===== config.mk =====
export PLATFORM = sky130hd
export DESIGN_NAME = clk_err_pi_tuner
export DESIGN_NICKNAME = d
export VERILOG_FILES = /design/src/rtl/pi_tuner_pkg.sv /design/src/rtl/pi_phase_err.sv /design/src/rtl/pi_sat_acc.sv /design/src/rtl/pi_clamp.sv /design/src/rtl/clk_err_pi_tuner.sv
export SDC_FILE = /design/constraint.sdc
export NUM_CORES = 1
export LEC_CHECK = 0
export ABC_CLOCK_PERIOD_IN_PS = 13450
export CORE_ASPECT_RATIO = 0.9
export CORE_MARGIN = 2
export CORE_UTILIZATION = 35
export DETAILED_ROUTE_END_ITERATION = 8
export DONT_BUFFER_PORTS = 1
export SYNTH_ARGS = -nofsm -noshare
export SYNTH_HDL_FRONTEND = slang
export SYNTH_SLANG_ARGS = --single-unit

===== constraint.sdc =====
create_clock -name clk_i -period 13.45 [get_ports clk_i]
set_input_delay 2.0175 -clock clk_i [delete_from_list [all_inputs] [get_ports clk_i]]
set_output_delay 2.0175 -clock clk_i [all_outputs]
set_load 0.03 [all_outputs]

===== src/rtl/pi_tuner_pkg.sv =====
package pi_tuner_pkg;

    localparam int STAMP_W_DEF = 16;
    localparam int TUNE_W_DEF  = 20;
    localparam int ACC_W_DEF   = 32;

    // nominal counter advance per interval and centre word, per family
    localparam logic [15:0] INC_FAM0  = 16'd29184;
    localparam logic [15:0] INC_FAM1  = 16'd49152;
    localparam logic [19:0] BASE_FAM0 = 20'h6CF42;
    localparam logic [19:0] BASE_FAM1 = 20'h81062;

    typedef struct packed {
        logic [15:0] inc;
        logic [19:0] base;
    } fam_cfg_t;

    function automatic fam_cfg_t fam_cfg(input logic sel);
        fam_cfg_t c;
        c.inc  = sel ? INC_FAM1  : INC_FAM0;
        c.base = sel ? BASE_FAM1 : BASE_FAM0;
        return c;
    endfunction

endpackage


===== src/rtl/pi_phase_err.sv =====
module pi_phase_err #(
    parameter int STAMP_W = 16
) (
    input  logic [STAMP_W-1:0]        stamp_i,
    input  logic [STAMP_W-1:0]        prev_i,
    input  logic [STAMP_W-1:0]        inc_i,
    output logic signed [STAMP_W:0]   err_o
);
    logic [STAMP_W-1:0] pred;
    logic [STAMP_W-1:0] miss;

    always_comb begin
        pred  = prev_i + inc_i;
        miss  = stamp_i - pred;
        // counter ahead of prediction -> clock fast -> negative error
        err_o = -$signed({miss[STAMP_W-1], miss});
    end
endmodule


===== src/rtl/pi_sat_acc.sv =====
module pi_sat_acc #(
    parameter int ACC_W = 32,
    parameter int IN_W  = 17
) (
    input  logic signed [ACC_W-1:0] acc_i,
    input  logic signed [IN_W-1:0]  add_i,
    output logic signed [ACC_W-1:0] sum_o
);
    localparam logic [ACC_W-1:0] MAX_V = {1'b0, {(ACC_W-1){1'b1}}};
    localparam logic [ACC_W-1:0] MIN_V = {1'b1, {(ACC_W-1){1'b0}}};

    logic [ACC_W:0] wide;

    always_comb begin
        wide = {acc_i[ACC_W-1], acc_i} + {{(ACC_W+1-IN_W){add_i[IN_W-1]}}, add_i};
        if (wide[ACC_W] != wide[ACC_W-1]) begin
            sum_o = wide[ACC_W] ? MIN_V : MAX_V;
        end else begin
            sum_o = wide[ACC_W-1:0];
        end
    end
endmodule


===== src/rtl/pi_clamp.sv =====
module pi_clamp #(
    parameter int IN_W  = 40,
    parameter int OUT_W = 20
) (
    input  logic signed [IN_W-1:0] val_i,
    output logic [OUT_W-1:0]       word_o
);
    localparam logic [IN_W-1:0] TOP_V = {{(IN_W-OUT_W){1'b0}}, {OUT_W{1'b1}}};

    always_comb begin
        if (val_i[IN_W-1]) begin
            word_o = '0;
        end else if (val_i > $signed(TOP_V)) begin
            word_o = {OUT_W{1'b1}};
        end else begin
            word_o = val_i[OUT_W-1:0];
        end
    end
endmodule


===== src/rtl/clk_err_pi_tuner.sv =====
module clk_err_pi_tuner
    import pi_tuner_pkg::*;
#(
    parameter int STAMP_W  = STAMP_W_DEF,
    parameter int TUNE_W   = TUNE_W_DEF,
    parameter int ACC_W    = ACC_W_DEF,
    parameter int KI_SHIFT = 5,
    parameter bit KP_EN    = 1'b0,
    parameter int KP_SHIFT = 0
) (
    input  logic               clk_i,
    input  logic               rst_ni,
    input  logic               init_i,
    input  logic               fam_sel_i,
    input  logic               strobe_i,
    input  logic [STAMP_W-1:0] stamp_i,
    output logic [TUNE_W-1:0]  tune_o,
    output logic               tune_valid_o
);
    localparam int ERR_W = STAMP_W + 1;
    localparam int RES_W = ACC_W + KI_SHIFT + 2;
    localparam int SUM_W = RES_W + 1;

    typedef struct packed {
        logic                     skip;
        logic                     fam;
        logic [STAMP_W-1:0]       prev;
        logic signed [ACC_W-1:0]  integ;
        logic signed [RES_W-1:0]  last_res;
        logic [TUNE_W-1:0]        tune;
        logic                     vld;
    } st_t;

    localparam st_t ST_RST = '{skip: 1'b1, default: '0};

    st_t st_d, st_q;

    fam_cfg_t                cfg;
    logic [STAMP_W-1:0]      inc;
    logic signed [ERR_W-1:0] err;
    logic signed [ACC_W-1:0] integ_sum;
    logic signed [RES_W-1:0] i_term;
    logic signed [RES_W-1:0] p_term;
    logic signed [RES_W-1:0] res;
    logic signed [SUM_W-1:0] word_raw;
    logic [TUNE_W-1:0]       word_clamped;

    always_comb begin
        cfg = fam_cfg(st_q.fam);
        inc = STAMP_W'(cfg.inc);
    end

    pi_phase_err #(.STAMP_W(STAMP_W)) err_i (
        .stamp_i (stamp_i),
        .prev_i  (st_q.prev),
        .inc_i   (inc),
        .err_o   (err)
    );

    pi_sat_acc #(.ACC_W(ACC_W), .IN_W(ERR_W)) acc_i (
        .acc_i (st_q.integ),
        .add_i (err),
        .sum_o (integ_sum)
    );

    generate
        if (KP_EN) begin : g_prop
            assign p_term = $signed({{(RES_W-ERR_W){err[ERR_W-1]}}, err}) <<< KP_SHIFT;
        end else begin : g_noprop
            assign p_term = '0;
        end
    endgenerate

    always_comb begin
        i_term   = $signed({{(RES_W-ACC_W){integ_sum[ACC_W-1]}}, integ_sum}) <<< KI_SHIFT;
        res      = p_term + i_term;
        word_raw = $signed({res[RES_W-1], res})
                 + $signed({{(SUM_W-TUNE_W){1'b0}}, TUNE_W'(cfg.base)});
    end

    pi_clamp #(.IN_W(SUM_W), .OUT_W(TUNE_W)) clamp_i (
        .val_i  (word_raw),
        .word_o (word_clamped)
    );

    always_comb begin
        st_d     = st_q;
        st_d.vld = 1'b0;
        if (init_i) begin
            st_d.fam      = fam_sel_i;
            st_d.skip     = 1'b1;
            st_d.integ    = '0;
            st_d.last_res = '0;
        end else if (strobe_i) begin
            st_d.prev = stamp_i;
            if (st_q.skip) begin
                st_d.skip = 1'b0;
            end else begin
                st_d.integ    = integ_sum;
                st_d.last_res = res;
                if (res != st_q.last_res) begin
                    st_d.tune = word_clamped;
                    st_d.vld  = 1'b1;
                end
            end
        end
    end

    always_ff @(posedge clk_i or negedge rst_ni) begin
        if (!rst_ni) begin
            st_q <= ST_RST;
        end else begin
            st_q <= st_d;
        end
    end

    assign tune_o       = st_q.tune;
    assign tune_valid_o = st_q.vld;

endmodule


Word level (Yosys, flattened, before mapping)
Cells that the tools add are included.
{"block": "word_totals", "reg_bits": 110, "inputBits": 21, "elab_cells": 35}
{"block": "op_classes", "addsub": 5, "n_lt_le_gt_ge": 1, "eq_ne": 3, "n_mux": 13, "bitwise_logic": 2, "n_reduce_logical": 4}
{"cell": "92-bit two-way mux", "n": 2}
{"cell": "71-bit two-way mux", "n": 1}
{"cell": "32-bit two-way mux", "n": 2}
{"cell": "20-bit two-way mux", "n": 3}
{"cell": "37-bit by 39-bit inequality test with 1-bit output", "n": 1}
{"cell": "37-bit by 21-bit adder with 38-bit output", "n": 1}
{"cell": "38-bit by 21-bit > comparator with 1-bit output, second input constant", "n": 1}
{"cell": "32-bit by 17-bit adder with 33-bit output", "n": 1}
{"cell": "21-bit two-way mux", "n": 1}
{"cell": "16-bit negation with 17-bit output", "n": 1}
{"cell": "16-bit adder", "n": 1}
{"cell": "16-bit two-way mux", "n": 1}
{"cell": "16-bit subtractor", "n": 1}
{"cell": "2-bit AND reduction", "n": 2}
{"cell": "4-bit AND reduction", "n": 1}
{"cell": "1-bit two-way mux", "n": 3}
{"cell": "2-bit inequality test, second input constant", "n": 1}
{"cell": "1-bit inverter", "n": 2}
{"cell": "2-bit nonzero test", "n": 1}
{"cell": "1-bit inequality test", "n": 1}

Longest topological paths before layout
{"block": "depth", "ltp_word": 15, "mapped_depth": 52, "ltp_nobuf": 47}

Hierarchy
Synthesis repeated with hierarchy kept, for this count alone.
{"block": "unflattened", "hier_cells": 954, "area_unflattened_um2": 8526.9}
{"mod": "clk_err_pi_tuner", "instances": 1, "cells_each": 357, "area_each_um2": 4092.7}
{"mod": "pi_sat_acc", "instances": 1, "cells_each": 312, "area_each_um2": 2249.7}
{"mod": "pi_phase_err", "instances": 1, "cells_each": 231, "area_each_um2": 1788.0}
{"mod": "pi_clamp", "instances": 1, "cells_each": 54, "area_each_um2": 396.6}

Worst setup path before layout
OpenSTA, ideal clock, no wires.
{"block": "synth_path", "path_kind": "input to register", "from": "input port stamp_i[0]", "to": "register st_q, in the netlist tune_o[10]", "setup_ns": 0.125, "arrival_time_ns": 11.631, "t_required_ns": 13.325, "path_slack_ns": 1.695, "path_stages": 51, "cell_sequence": "inv_1 ha_1 inv_1 fa_1 nand2b_1 a21oi_1 o21bai_1 a21oi_1 o21bai_1 a21oi_1 o21bai_1 a21oi_1 o21bai_1 a21oi_1 o21bai_1 a21oi_1 xor2_1 ha_1 (+15 left out) o21ai_0 ha_1 a21oi_1 o21bai_1 a21o_1 a21oi_1 or4b_2 a21oi_1 a211o_1 and2_1 nor4_4 a21oi_2 buf_2 inv_1 ha_1 clkbuf_1 a21oi_1 mux2_2"}
{"block": "synth_between", "elab_chain_len": 9, "word_cells_on_any_way": 12, "cone_classes": "add/sub: 4; order compare: 1; eq/ne: 2; mux: 4; reduce/logical: 1"}
{"item": "start, declared", "line_no": "clk_err_pi_tuner.sv:16", "source": "input logic [STAMP_W-1:0] stamp_i,"}
{"item": "16-bit subtractor (*)", "line_no": "pi_phase_err.sv:14", "source": "miss = stamp_i - pred;"}
{"item": "16-bit negation with 17-bit output (*)", "line_no": "pi_phase_err.sv:16", "source": "err_o = -$signed({miss[STAMP_W-1], miss});"}
{"item": "32-bit by 17-bit adder with 33-bit output (*)", "line_no": "pi_sat_acc.sv:15", "source": "wide = {acc_i[ACC_W-1], acc_i} + {{(ACC_W+1-IN_W){add_i[IN_W-1]}}, add_i};"}
{"item": "32-bit two-way mux or 1-bit inequality test (tied branches)", "line_no": "pi_sat_acc.sv:17, pi_sat_acc.sv:16"}
{"item": "32-bit two-way mux (*)", "line_no": "pi_sat_acc.sv:16", "source": "if (wide[ACC_W] != wide[ACC_W-1]) begin"}
{"item": "37-bit by 21-bit adder with 38-bit output", "line_no": "clk_err_pi_tuner.sv:78", "source": "+ $signed({{(SUM_W-TUNE_W){1'b0}}, TUNE_W'(cfg.base)});"}
{"item": "38-bit by 21-bit > comparator with 1-bit output", "line_no": "pi_clamp.sv:13", "source": "end else if (val_i > $signed(TOP_V)) begin"}
{"item": "20-bit two-way mux", "line_no": "pi_clamp.sv:13"}
{"item": "20-bit two-way mux", "line_no": "pi_clamp.sv:11", "source": "if (val_i[IN_W-1]) begin"}
{"item": "end signal, assigned", "line_no": "clk_err_pi_tuner.sv:113", "source": "st_q <= st_d;"}
{"item": "end, declared", "line_no": "clk_err_pi_tuner.sv:36", "source": "st_t st_d, st_q;"}
Mark *: on every way between the ends. The rest lies on a longest branch, timed or not.
A chain may end at the register's enable or synchronous reset.

Final worst setup path
{"block": "layout_path", "from": "input port stamp_i[0]", "to": "register st_q, in the netlist tune_o[7]"}
Same word-level chain as after synthesis.

==> reports/qor.txt <==
===============================================================================
Result of the run                                                  finished clean
Final core utilization                                                   37.55%
Leading register cell type out of synthesis                             dfrtp_1
Synth Register Bits                                                          68
Max-cap violation count                                                       0
Worst hold path depth                                                         2
Overall routed net length                                          23600 microns
Clk sink count                                                               68
Top post-synthesis cells by count                                  86 x a21oi_1, 81 x nand2_1, 77 x inv_1
Hold buffer count at CTS                                                      0
Number of buffers added by the clock tree synthesis step                      9
Net total in the final layout                                              1001
Reg2Reg Setup Slack                                                     2.46 ns
DR WL/cell                                                         19.42 microns
Number of placed cells counting well taps                                  1199
Most area-consuming cells after synthesis                          dfrtp_1 22%, ha_1 9.2%, a21oi_1 5.7%
Relative slew slack                                                      27.54%
GRT Overall Usage                                                        20.97%
CTS tree                                                                    yes
Number of cells in the finished layout apart from fillers                  1215
Remaining design rule violation count                                         0
Post-synthesis async set-or-reset flop share                             100.0%
Number of enable flip-flop cells after synthesis                              0
Setup repair after global routing missed its margin                       false
Area of the mapped netlist                                           7609 sq um
Share of the synthesized area in the top cell type                       22.04%
Remaining antenna violation count                                             0
Via/cell ratio                                                            5.871
Critical path start-end classification                                in -> reg
Number of endpoints with negative hold slack in the final report              0
Die outline height                                                 143.9 microns
Startpoint of the worst hold path                                      st_q[92]
Initial antenna violation count                                               0
Maximum number of pins on one net before global-route repair                 69
Endpoint, Worst Hold                                                   st_q[92]
Pin slew with the least headroom to its limit                          1.087 ns
Total cell area at the placement stage                               7767 sq um
Critical-path maximum fanout                                                 19
Post-CTS repair timing setup buffer count                                     0
CTS H-tree depth                                                              3
Initial Util                                                             35.38%
Endpoint required time on the critical path                            13.69 ns
Die Span X                                                         159.4 microns
Sort of element at the end of the critical path                        register
Maximum frequency from static timing analysis                         80.85 MHz
Hold Crit Class                                                      reg -> reg
Cells on worst reg2reg path                                                  47
Yosys warns                                                                   0
Pre-Repair DR Iteration Count                                                 5
Crit-path slowest cell                                                     ha_1
Core area                                                           21500 sq um
Placed wire-length estimate after detailed placement               17970 microns
Net count of the mapped netlist                                            1037
Dominant cell type by count on the critical path                        a21oi_1
Number of DRC violations after detailed-routing iteration 0                 585
DIE AREA                                                            22940 sq um
CTS-repair resized insts                                                      0
First-pass GRT wire length                                         37930 microns
CTS Root Cell                                                         clkbuf_16
Number of placement rows                                                     51
Count of buffers from port buffering                                          0
Overflow after GRT                                                            0
Fin Setup TNS                                                              0 ns
RR Endpoint                                                           tune_o[7]
Final count of negative-setup-slack endpoints                                 0
Cell type with the highest aggregate area in the netlist                dfrtp_1
Netlist cell types                                                           81
Critical Path Source Type                                          primary input
Final max-slew violation count                                                0
Share of the clock period used by the worst path after layout            91.96%
Largest stage delay, worst path                                         0.64 ns
RR Startpoint                                                          st_q[92]
Arrival @ worst endpoint                                               12.61 ns
Clock-pin transition on the worst setup and hold timing paths           0.06 ns
Number of antenna repair diodes                                               0
Synthesis-to-finish area growth                                          6.117%
Overall via count from detail_route                                        7133
Number of global-route vias before repair                                  6784
Deepest clock path buffer count                                               2
I/O pin count                                                                42
Synthesized area per cell                                           7.967 sq um
Top-count cell post-synth                                               a21oi_1
Period minus WS final                                                  12.37 ns
Final Wtd Congestion                                                     0.9968
Clk_lat worst skew                                                      0.35 ns
Final worst clock skew                                              0.009804 ns
Seq/Total Area, Yosys                                                    22.38%
Cells after synthesis                                                       955
Proportion of layout cells with a drive suffix above 1                   9.307%
Final Instance Area                                                  8074 sq um
===============================================================================
[worst max-delay path by stage]
stage               cells past startpoint       start         end  slack [ns]
floorplan                              51  stamp_i[0]  tune_o[10]        1.69
global placement                       48  stamp_i[0]   tune_o[6]        0.95
detailed placement                     48  stamp_i[0]   tune_o[7]        0.92
CTS                                    48  stamp_i[0]   tune_o[7]        1.20
global route                           48  stamp_i[0]  tune_o[16]        0.12
finish                                 48  stamp_i[0]   tune_o[7]        1.08
[critical path: cells and delay by family]
| kind | cells | cell delay [ns] |
|---|---|---|
| compound gates | 24 | 4.74 |
| xor+xnor | 1 | 0.17 |
| simple gates | 11 | 2.36 |
| buf+inv | 5 | 0.64 |
| fa+ha+maj | 6 | 2.37 |
| mux | 1 | 0.28 |
[cell usage in the layout (no fill, tap or decap), types with 10 or more instances in the layout]
cell type,Yosys,routed
buf_4,20,13
nor2b_1,10,10
o21ai_1,11,11
a21oi_1,86,85
o21a_1,14,14
xnor2_1,42,42
dfrtp_1,67,67
ha_1,56,56
nor3_1,18,18
a21o_1,17,17
o21bai_1,12,12
mux2i_1,10,10
or3_1,11,11
nor4_1,19,19
nor2_1,51,51
inv_1,77,77
nand4_1,12,12
a22o_1,16,16
o21ai_0,58,58
xor2_1,24,24
nand2_1,81,81
mux2_2,23,23
nand3_1,23,23
[cells by family after synthesis]
| group | Yosys count | share of synthesized area, % |
|---|---|---|
| AOI/OAI and AO/OA | 304 | 27.00 |
| and+or+nand+nor | 283 | 19.22 |
| buffers and inverters | 137 | 7.828 |
| xor gates and xnor gates | 69 | 8.321 |
| DFF | 68 | 22.38 |
| adders and majority gates | 61 | 10.52 |
| muxes | 33 | 4.720 |
[metal layers]
metal	share of wire (%)	track usage [%]
met4	3.1	8.995
met2	44	32.91
met3	7.2	4.416
met5	0	0
met1	46	28.02
[area by class of cell]
| cell class | count | area (sq um) |
|---|---|---|
| clock buffers | 9 | 225.2 |
| multi-input cells | 750 | 5314 |
| repair buffers | 13 | 97.59 |
| well taps | 291 | 364.1 |
| clock inverters | 7 | 81.33 |
| inverters | 77 | 289.0 |
| fillers | 2247 | 13430 |
| flip-flops and latches | 68 | 1703 |
[stage by stage]
stage / setup slack [ns] / hold slack, ns
after floorplan: 1.695 / 0.4538
after global placement: 0.9537 / 0.4680
after detailed placement: 0.9203 / 0.4758
after CTS: 1.201 / 0.4889
after global routing: 0.1192 / 0.5307
final: 1.081 / 0.4833
[sequential cells by signal, summed over array words and instances (netlist names)]
signal and cells:
st_q 50, tune_o 17, tune_valid_o 1
Power is not shown: default switching activity piles up to over one toggle a cycle in this logic, so the estimate is an artifact.
